**src/rtl/uart_regfile_pkg.sv**
```systemverilog
package uart_regfile_pkg;

  // Word offsets on the register bus
  localparam logic [5:0] OFS_ID     = 6'h00;
  localparam logic [5:0] OFS_CTL    = 6'h04;
  localparam logic [5:0] OFS_STAT   = 6'h08;
  localparam logic [5:0] OFS_SCR    = 6'h0C;
  localparam logic [5:0] OFS_CLK    = 6'h10;
  localparam logic [5:0] OFS_IER    = 6'h14;
  localparam logic [5:0] OFS_IERSET = 6'h18;
  localparam logic [5:0] OFS_IERCLR = 6'h1C;
  localparam logic [5:0] OFS_RBR    = 6'h20;
  localparam logic [5:0] OFS_THR    = 6'h24;

  // Status bit positions
  localparam int ST_DR     = 0;
  localparam int ST_OVR    = 1;
  localparam int ST_PAR    = 2;
  localparam int ST_FRM    = 3;
  localparam int ST_BRK    = 4;
  localparam int ST_HEMPTY = 5;
  localparam int ST_CTSCHG = 12;
  localparam int ST_CTS    = 16;

  // Control bit positions
  localparam int CT_MRTS = 25;
  localparam int CT_ARTS = 27;
  localparam int CT_ACTS = 28;

  // Interrupt enable bit positions
  localparam int IE_RX = 0;
  localparam int IE_TX = 1;
  localparam int IE_LS = 2;
  localparam int IE_MS = 3;

  typedef enum logic [2:0] {
    SEL_ID, SEL_CTL, SEL_STAT, SEL_SCR, SEL_CLK, SEL_IER, SEL_RBR, SEL_NONE
  } rdSel_e;

  typedef struct packed {
    logic wrCtl;
    logic wrScr;
    logic wrClk;
    logic wrIer;
    logic setIer;
    logic clrIer;
    logic wrStat;
    logic wrThr;
    logic rdRbr;
  } regStrobe_t;

endpackage

```
**src/rtl/uart_regfile_ctrl.sv**
```systemverilog
module uart_regfile_ctrl
  import uart_regfile_pkg::*;
#(
  parameter int ADDR_W = 6,
  parameter int IER_W  = 7
) (
  input  logic              clk,
  input  logic              rstN,
  input  logic [ADDR_W-1:0] busAddr,
  input  logic              busWrEn,
  input  logic              busRdEn,
  input  logic [IER_W-1:0]  ierQ,
  input  logic              dataReady,
  input  logic              holdEmpty,
  input  logic              errAny,
  input  logic              ctsChg,
  output regStrobe_t        strb,
  output rdSel_e            rdSel,
  output logic              rxIrq,
  output logic              txIrq,
  output logic              statIrq
);

  always_comb begin
    strb = '0;
    if (busWrEn) begin
      case (busAddr)
        ADDR_W'(OFS_CTL):    strb.wrCtl  = 1'b1;
        ADDR_W'(OFS_STAT):   strb.wrStat = 1'b1;
        ADDR_W'(OFS_SCR):    strb.wrScr  = 1'b1;
        ADDR_W'(OFS_CLK):    strb.wrClk  = 1'b1;
        ADDR_W'(OFS_IER):    strb.wrIer  = 1'b1;
        ADDR_W'(OFS_IERSET): strb.setIer = 1'b1;
        ADDR_W'(OFS_IERCLR): strb.clrIer = 1'b1;
        ADDR_W'(OFS_THR):    strb.wrThr  = 1'b1;
        default: ;
      endcase
    end
    strb.rdRbr = busRdEn && (busAddr == ADDR_W'(OFS_RBR));
  end

  always_comb begin
    rdSel = SEL_NONE;
    case (busAddr)
      ADDR_W'(OFS_ID):   rdSel = SEL_ID;
      ADDR_W'(OFS_CTL):  rdSel = SEL_CTL;
      ADDR_W'(OFS_STAT): rdSel = SEL_STAT;
      ADDR_W'(OFS_SCR):  rdSel = SEL_SCR;
      ADDR_W'(OFS_CLK):  rdSel = SEL_CLK;
      ADDR_W'(OFS_IER):  rdSel = SEL_IER;
      ADDR_W'(OFS_RBR):  rdSel = SEL_RBR;
      default:           rdSel = SEL_NONE;
    endcase
  end

  // Interrupt combination
  assign rxIrq   = dataReady & ierQ[IE_RX];
  assign txIrq   = holdEmpty & ierQ[IE_TX];
  assign statIrq = (errAny & ierQ[IE_LS]) | (ctsChg & ierQ[IE_MS]);

  // at most one register write per bus cycle
  assert_one_write_R2: assert property (@(posedge clk) disable iff (!rstN)
    $onehot0({strb.wrCtl, strb.wrScr, strb.wrClk, strb.wrIer, strb.setIer,
              strb.clrIer, strb.wrStat, strb.wrThr}));

  // an unmapped address raises no write strobe
  assert_no_stray_write_R2: assert property (@(posedge clk) disable iff (!rstN)
    (busWrEn && busAddr[1:0] != 2'b00) |->
      !(strb.wrCtl || strb.wrScr || strb.wrThr || strb.wrStat));

endmodule

```
**src/rtl/uart_regfile_data.sv**
```systemverilog
module uart_regfile_data
  import uart_regfile_pkg::*;
#(
  parameter int              DATA_W   = 32,
  parameter int              CHAR_W   = 8,
  parameter int              IER_W    = 7,
  parameter logic [DATA_W-1:0] ID_VALUE = 32'h0003_0102
) (
  input  logic              clk,
  input  logic              rstN,
  input  regStrobe_t        strb,
  input  rdSel_e            rdSel,
  input  logic              busRdEn,
  input  logic [DATA_W-1:0] busWrData,
  output logic [DATA_W-1:0] busRdData,
  input  logic              rxValid,
  input  logic [CHAR_W-1:0] rxData,
  input  logic              rxParErr,
  input  logic              rxFrmErr,
  input  logic              rxBrk,
  output logic              txValid,
  input  logic              txReady,
  output logic [CHAR_W-1:0] txData,
  input  logic              ctsN,
  output logic              rtsN,
  output logic [DATA_W-1:0] cfgCtl,
  output logic [DATA_W-1:0] cfgClk,
  output logic [IER_W-1:0]  ierQ,
  output logic              dataReady,
  output logic              holdEmpty,
  output logic              errAny,
  output logic              ctsChg
);

  localparam int IER_PAD  = DATA_W - IER_W;
  localparam int CHAR_PAD = DATA_W - CHAR_W;

  logic [DATA_W-1:0] ctlQ, scrQ, clkQ, rdDataQ, statWord;
  logic [CHAR_W-1:0] rxBuf, holdData;
  logic              holdFull;
  logic              ovrFlag, parFlag, frmFlag, brkFlag;
  logic              ctsMeta, ctsSync, ctsPrev;
  logic              acceptRx, overrunNow, ctsEdge;
  logic [DATA_W-1:0] w1c;

  // Plain configuration registers
  always_ff @(posedge clk or negedge rstN) begin
    if (!rstN) begin
      ctlQ <= '0;
      scrQ <= '0;
      clkQ <= '0;
    end else begin
      if (strb.wrCtl) ctlQ <= busWrData;
      if (strb.wrScr) scrQ <= busWrData;
      if (strb.wrClk) clkQ <= busWrData;
    end
  end

  // Interrupt enable with set/clear aliases
  always_ff @(posedge clk or negedge rstN) begin
    if (!rstN)            ierQ <= '0;
    else if (strb.wrIer)  ierQ <= busWrData[IER_W-1:0];
    else if (strb.setIer) ierQ <= ierQ | busWrData[IER_W-1:0];
    else if (strb.clrIer) ierQ <= ierQ & ~busWrData[IER_W-1:0];
  end

  // Receive holding stage
  assign acceptRx   = rxValid && (!dataReady || strb.rdRbr);
  assign overrunNow = rxValid && dataReady && !strb.rdRbr;
  assign w1c        = strb.wrStat ? busWrData : '0;

  always_ff @(posedge clk or negedge rstN) begin
    if (!rstN) begin
      rxBuf     <= '0;
      dataReady <= 1'b0;
    end else if (acceptRx) begin
      rxBuf     <= rxData;
      dataReady <= 1'b1;
    end else if (strb.rdRbr) begin
      dataReady <= 1'b0;
    end
  end

  // Sticky error flags: a new event wins over a clear in the same cycle
  always_ff @(posedge clk or negedge rstN) begin
    if (!rstN) begin
      ovrFlag <= 1'b0;
      parFlag <= 1'b0;
      frmFlag <= 1'b0;
      brkFlag <= 1'b0;
      ctsChg  <= 1'b0;
    end else begin
      ovrFlag <= overrunNow             | (ovrFlag & ~w1c[ST_OVR]);
      parFlag <= (acceptRx & rxParErr)  | (parFlag & ~w1c[ST_PAR]);
      frmFlag <= (acceptRx & rxFrmErr)  | (frmFlag & ~w1c[ST_FRM]);
      brkFlag <= (acceptRx & rxBrk)     | (brkFlag & ~w1c[ST_BRK]);
      ctsChg  <= ctsEdge                | (ctsChg  & ~w1c[ST_CTSCHG]);
    end
  end

  assign errAny = ovrFlag | parFlag | frmFlag | brkFlag;

  // Clear-to-send synchronizer, idle level is high (deasserted)
  always_ff @(posedge clk or negedge rstN) begin
    if (!rstN) begin
      ctsMeta <= 1'b1;
      ctsSync <= 1'b1;
      ctsPrev <= 1'b1;
    end else begin
      ctsMeta <= ctsN;
      ctsSync <= ctsMeta;
      ctsPrev <= ctsSync;
    end
  end

  assign ctsEdge = ctsSync ^ ctsPrev;

  // Transmit holding stage
  always_ff @(posedge clk or negedge rstN) begin
    if (!rstN) begin
      holdFull <= 1'b0;
      holdData <= '0;
    end else if (strb.wrThr && !holdFull) begin
      holdFull <= 1'b1;
      holdData <= busWrData[CHAR_W-1:0];
    end else if (txValid && txReady) begin
      holdFull <= 1'b0;
    end
  end

  assign holdEmpty = ~holdFull;
  assign txValid   = holdFull & ~(ctlQ[CT_ACTS] & ctsSync);
  assign txData    = holdData;
  assign rtsN      = ~(ctlQ[CT_MRTS] | (ctlQ[CT_ARTS] & ~dataReady));
  assign cfgCtl    = ctlQ;
  assign cfgClk    = clkQ;

  always_comb begin
    statWord             = '0;
    statWord[ST_DR]      = dataReady;
    statWord[ST_OVR]     = ovrFlag;
    statWord[ST_PAR]     = parFlag;
    statWord[ST_FRM]     = frmFlag;
    statWord[ST_BRK]     = brkFlag;
    statWord[ST_HEMPTY]  = holdEmpty;
    statWord[ST_CTSCHG]  = ctsChg;
    statWord[ST_CTS]     = ~ctsSync;
  end

  // Registered read return
  always_ff @(posedge clk or negedge rstN) begin
    if (!rstN) rdDataQ <= '0;
    else if (busRdEn) begin
      case (rdSel)
        SEL_ID:   rdDataQ <= ID_VALUE;
        SEL_CTL:  rdDataQ <= ctlQ;
        SEL_STAT: rdDataQ <= statWord;
        SEL_SCR:  rdDataQ <= scrQ;
        SEL_CLK:  rdDataQ <= clkQ;
        SEL_IER:  rdDataQ <= {{IER_PAD{1'b0}}, ierQ};
        SEL_RBR:  rdDataQ <= {{CHAR_PAD{1'b0}}, rxBuf};
        default:  rdDataQ <= '0;
      endcase
    end
  end

  assign busRdData = rdDataQ;

  assert_ier_set_R3: assert property (@(posedge clk) disable iff (!rstN)
    strb.setIer |=> ((ierQ & $past(busWrData[IER_W-1:0])) == $past(busWrData[IER_W-1:0])));

  assert_ier_clr_R3: assert property (@(posedge clk) disable iff (!rstN)
    strb.clrIer |=> ((ierQ & $past(busWrData[IER_W-1:0])) == '0));

  assert_pop_clears_dr_R4: assert property (@(posedge clk) disable iff (!rstN)
    (strb.rdRbr && !rxValid) |=> !dataReady);

  assert_overrun_keeps_char_R5: assert property (@(posedge clk) disable iff (!rstN)
    (rxValid && dataReady && !strb.rdRbr) |=> (ovrFlag && $stable(rxBuf)));

  assert_cts_change_sticky_R7: assert property (@(posedge clk) disable iff (!rstN)
    (ctsSync != ctsPrev) |=> ctsChg);

  assert_hold_kept_R8: assert property (@(posedge clk) disable iff (!rstN)
    (holdFull && !(txValid && txReady)) |=> (holdFull && $stable(holdData)));

  assert_simul_pop_R12: assert property (@(posedge clk) disable iff (!rstN)
    (rxValid && strb.rdRbr) |=> (dataReady && !$rose(ovrFlag)));

endmodule

```
**src/rtl/uart_regfile.sv**
```systemverilog
module uart_regfile
  import uart_regfile_pkg::*;
#(
  parameter int                ADDR_W   = 6,
  parameter int                DATA_W   = 32,
  parameter int                CHAR_W   = 8,
  parameter int                IER_W    = 7,
  parameter logic [DATA_W-1:0] ID_VALUE = 32'h0003_0102
) (
  input  logic              clk,
  input  logic              rstN,
  input  logic [ADDR_W-1:0] busAddr,
  input  logic              busWrEn,
  input  logic              busRdEn,
  input  logic [DATA_W-1:0] busWrData,
  output logic [DATA_W-1:0] busRdData,
  input  logic              rxValid,
  input  logic [CHAR_W-1:0] rxData,
  input  logic              rxParErr,
  input  logic              rxFrmErr,
  input  logic              rxBrk,
  output logic              txValid,
  input  logic              txReady,
  output logic [CHAR_W-1:0] txData,
  input  logic              ctsN,
  output logic              rtsN,
  output logic [DATA_W-1:0] cfgCtl,
  output logic [DATA_W-1:0] cfgClk,
  output logic              rxIrq,
  output logic              txIrq,
  output logic              statIrq
);

  regStrobe_t       strb;
  rdSel_e           rdSel;
  logic [IER_W-1:0] ierQ;
  logic             dataReady, holdEmpty, errAny, ctsChg;

  uart_regfile_ctrl #(.ADDR_W(ADDR_W), .IER_W(IER_W)) u_ctrl (
    .clk(clk), .rstN(rstN), .busAddr(busAddr), .busWrEn(busWrEn),
    .busRdEn(busRdEn), .ierQ(ierQ), .dataReady(dataReady),
    .holdEmpty(holdEmpty), .errAny(errAny), .ctsChg(ctsChg),
    .strb(strb), .rdSel(rdSel), .rxIrq(rxIrq), .txIrq(txIrq),
    .statIrq(statIrq)
  );

  uart_regfile_data #(
    .DATA_W(DATA_W), .CHAR_W(CHAR_W), .IER_W(IER_W), .ID_VALUE(ID_VALUE)
  ) u_data (
    .clk(clk), .rstN(rstN), .strb(strb), .rdSel(rdSel), .busRdEn(busRdEn),
    .busWrData(busWrData), .busRdData(busRdData), .rxValid(rxValid),
    .rxData(rxData), .rxParErr(rxParErr), .rxFrmErr(rxFrmErr),
    .rxBrk(rxBrk), .txValid(txValid), .txReady(txReady), .txData(txData),
    .ctsN(ctsN), .rtsN(rtsN), .cfgCtl(cfgCtl), .cfgClk(cfgClk),
    .ierQ(ierQ), .dataReady(dataReady), .holdEmpty(holdEmpty),
    .errAny(errAny), .ctsChg(ctsChg)
  );

endmodule

```
**config.mk**
```make
export PLATFORM = sky130hd
export DESIGN_NAME = uart_regfile
export DESIGN_NICKNAME = d
export VERILOG_FILES = /design/src/rtl/uart_regfile_pkg.sv /design/src/rtl/uart_regfile_ctrl.sv /design/src/rtl/uart_regfile_data.sv /design/src/rtl/uart_regfile.sv
export SDC_FILE = /design/constraint.sdc
export NUM_CORES = 1
export LEC_CHECK = 0
export BUFFER_PORTS_ARGS = -buffer_cell sky130_fd_sc_hd__buf_2
export CORE_ASPECT_RATIO = 0.6
export CORE_MARGIN = 8
export CORE_UTILIZATION = 54
export CTS_CLUSTER_SIZE = 24
export DETAILED_ROUTE_END_ITERATION = 10
export PLACE_DENSITY = 0.76
export RECOVER_POWER = 25
export SYNTH_ARGS = -nofsm -noshare
export SYNTH_HDL_FRONTEND = slang
export SYNTH_HIERARCHICAL = 1
export SYNTH_SLANG_ARGS = --single-unit
```
**constraint.sdc**
```tcl
create_clock -name clk -period 1.8 [get_ports clk]
set_input_delay 0.36 -clock clk [delete_from_list [all_inputs] [get_ports clk]]
set_output_delay 0.36 -clock clk [all_outputs]
set_load 0.005 [all_outputs]
```
==> results.toml <==
[outcome]
status = "finished with violations"
violated_checks = "negative setup slack"

[setup_path]
timing.critical_path.buf_inv = 1
timing.critical_path.max_delay_family = "simple AND/OR/NAND/NOR gates"
critical_path_peak_fanout = 2
timing_worst_setup_path_type = "flip-flop to output port"
critPathArrivalTime_ps = 1680
cp_cell_sequence = "or4_1 > a22o_1 > buf_2"
critPathSlowestCell = "or4_1"
cp_required_ps = 1440
crit_cells = 3
cp_slowest_stage_delay_ps = 520
rr_worst_depth = 5
startpoint_type = "flip-flop"
critical_path.endpoint_type = "output port"

[floorplan]
ioPinCount = 165
floorplan.initialDensity_pct = 55.4
core_region_area_um2 = 12900
chipWidth_um = 164
full_die_area_um2 = 17300
die_height_um = 105
std_cell_rows = 32

[synth]
synth_simple_gate_area_share_pct = 7.43
asyncSetResetFlopFracSynth_pct = 100
yosys_most_used_dff = "dfrtp_1"
post_synth_mux_area_share_pct = 22.4
synth_compound_area_share_pct = 9.72
synthesis.area_um2 = 7140
dominant_combinational_cell_family_by_area_after_synthesis = "multiplexers"
syn-num-nets = 613
synth-edff-count = 0
syn-mean-instance-area_um2 = 12.8
yosysUniqueCellTypes = 45
adder_cell_share_of_the_synthesized_area_pct = 0.140
synth.ff_latch_count = 161
syn-instance-count = 557
post_synth_xor_area_fraction_pct = 0.123
synth.yosys.seq_area_share_pct = 56.4
warnings_synthesis = 6

[power]
powerDensity_nw_per_um2 = 1010
total_leakage_power_uw = 0.00483
ir_drop_mv = 0.601

[clock_network]
clock_latency_ps = 420
numCtsBuffers = 17
cts_tree = "done"
numClockSinks = 161
worst_setup_hold_path_clk_slew_ps = 60
clock_tree.buffer_depth = 2
htreeDepth = 4
cts-root-buf = "clkbuf_16"

[timing]
setup_ws_ps = -243
timing_worst_slew_pin_value_ps = 1320
setup_viol = 1
clock.fmax_mhz = 489
hold_violations = 0
clock_skew_ps = 8.60
relSlewSlack_pct = 11.8
final_max_slew_viol_count = 0
timing.final.crit_period_ps = 2040
rsz0062_at_grt = "true"
final.period_utilization_pct = 114

[hold_path]
hold_path_depth = 1
min-delay-path-class = "input pin to flip-flop"

[final_layout]
syn2layout_area_growth_pct = 31.5
register_area_um2 = 4030
share_of_the_core_filled_with_cells_pct = 72.9
antenna-diode-count = 0
final_common_cell = "buf_2"
multi_input_comb_area_um2 = 3040
most_frequent_cells_in_the_layout = "buf_2 (163), dfrtp_1 (158), mux2_2 (80), buf_4 (40), a21oi_1 (36)"
layout-drive-gt1-share_pct = 49.5
num-nets-final = 820
n_fill_cell = 842

[placement]
port-buffer-count = 164
dp.final_hpwl_mm = 14.7
placement.setup.worst_slack_ps = -415
place.gp.congestion = 0.878

[detailed_routing]
via_count_normalized_by_instance_count = 5.79
drtAntennaViolNets = 0
vias = 5480
routedWlPerCell_um = 22.2
wl_mm = 21.0
drcViolationCount = 0
drt_first_iter_violations = 462
drt-pass1-iter-count = 5

[global_routing]
grt_pass1_wl_mm = 33.0
grt_antenna_before_repair = 2
first_global_vias = 5935
groute.usage.overall_pct = 24.2
gr-total-overflow = 0
grt_max_degree = 47

[run]
max_cap_viol_count = 0
==> power breakdown <==
part	internal (uW)	total, uW	switching [uW]
sequential	4040	4380	338
clock	2220	3760	1540
combinational	753	1350	602
total	7010	9490	2480
==> cell usage after synthesis, drive strengths merged (2+ instances only) <==
master	instances	share of area (%)
nand3b	3	0.32
nand2b	5	0.65
or4	4	0.42
dfstp	3	1.1
nor2	31	1.6
nor4	2	0.18
a211oi	5	0.53
a21oi	37	2.6
a32o	7	0.98
dfrtp	158	55
clkbuf	5	0.26
o2bb2ai	22	2.7
nor3	4	0.28
a32oi	2	0.25
and2	4	0.35
a22o	5	0.61
inv	12	0.63
o221ai	4	0.58
mux2i	33	4.6
o22ai	3	0.26
nand2	31	1.6
mux2	112	18
buf	29	2.9
nor2b	12	1.1
o21ai	9	0.63
nand3	3	0.21
==> worst reg2reg max path, stage by stage, from the launching register on <==
cell,delay (ps)
dfrtp_1,460
nand2b_1,130
and2_1,200
buf_12,150
buf_4,160
a22o_1,230
==> cell families (layout without fill, tap and decap cells) <==
family | after synthesis | in the layout
flip-flops | 161 | 161
multiplexers | 145 | 145
AND/OR/NAND/NOR | 104 | 104
AO/OA/AOI/OAI | 99 | 99
buffers and inverters | 46 | 266
adder cells (fa/ha/maj) | 1 | 1
XOR/XNOR | 1 | 1
==> what timing repair did <==
| action | 4_1_cts | 5_1_grt |
|---|---|---|
| resized for setup | 0 | 7 |
| setup endpoints to repair | 1 | 15 |
| endpoints found under the hold margin | 41 | 0 |
| pin swaps | 2 | 2 |
| hold buffers | 1 | 0 |
| buffers inserted | 4 | 2 |
| gates cloned | 0 | 2 |
==> sequential cells by signal (all words and copies together), names as in the netlist, 8 cells and up, named ones only <==
signal	flops
u_data/scrQ	32
u_data/cfgCtl	32
u_data/cfgClk	32
u_data/busRdData	32
u_data/txData	8
u_data/rxBuf	8
==> area by class of cell <==
cell class                 count  area share [%]
clock buffer                  19            4.61
clock inverter                13            1.86
inverter                      12           0.479
multi-input combinational    350            32.3
sequential                   161            42.9
tap                          170            2.26
timing repair buffer         222            15.5
==> worst paths after layout <==
check	slack, ps	endpoint	startpoint
max in group asynchronous	100	u_data/scrQ[8]	rstN
worst min-delay path	40	u_data/ctsMeta	ctsN
min in group asynchronous	780	u_data/scrQ[0]	rstN
worst min register to register	370	u_data/ctsSync	u_data/ctsMeta
worst max-delay path	-240	statIrq	u_data/parFlag
worst max register to register	360	u_data/brkFlag	u_data/dataReady
==> stage by stage <==
step,hold WS (ps),std cells,cell area [um2],TNS [ps],power [uW]
2_1_floorplan,64.4,557,7380,-6200,5020
3_3_place_gp,322,906,8660,-37980,5680
3_5_place_dp,337,906,8660,-42520,5760
4_1_cts,32.5,943,9310,-259,9530
5_1_grt,29.2,947,9400,-1690,9870
6_report,41.2,947,9400,-243,9490
==> per-layer routing <==
metal	track usage [%]	part of all wire (%)	wire, um	vias to the layer above
met5	0	0.062	13	-
met4	4.87	0.58	121	2
met3	6.78	8.9	1860	17
met2	36.9	45	9460	222
met1	34.0	45	9530	2807
li1	-	-	-	2432
Note: power is estimated with default switching activity, not from simulation.
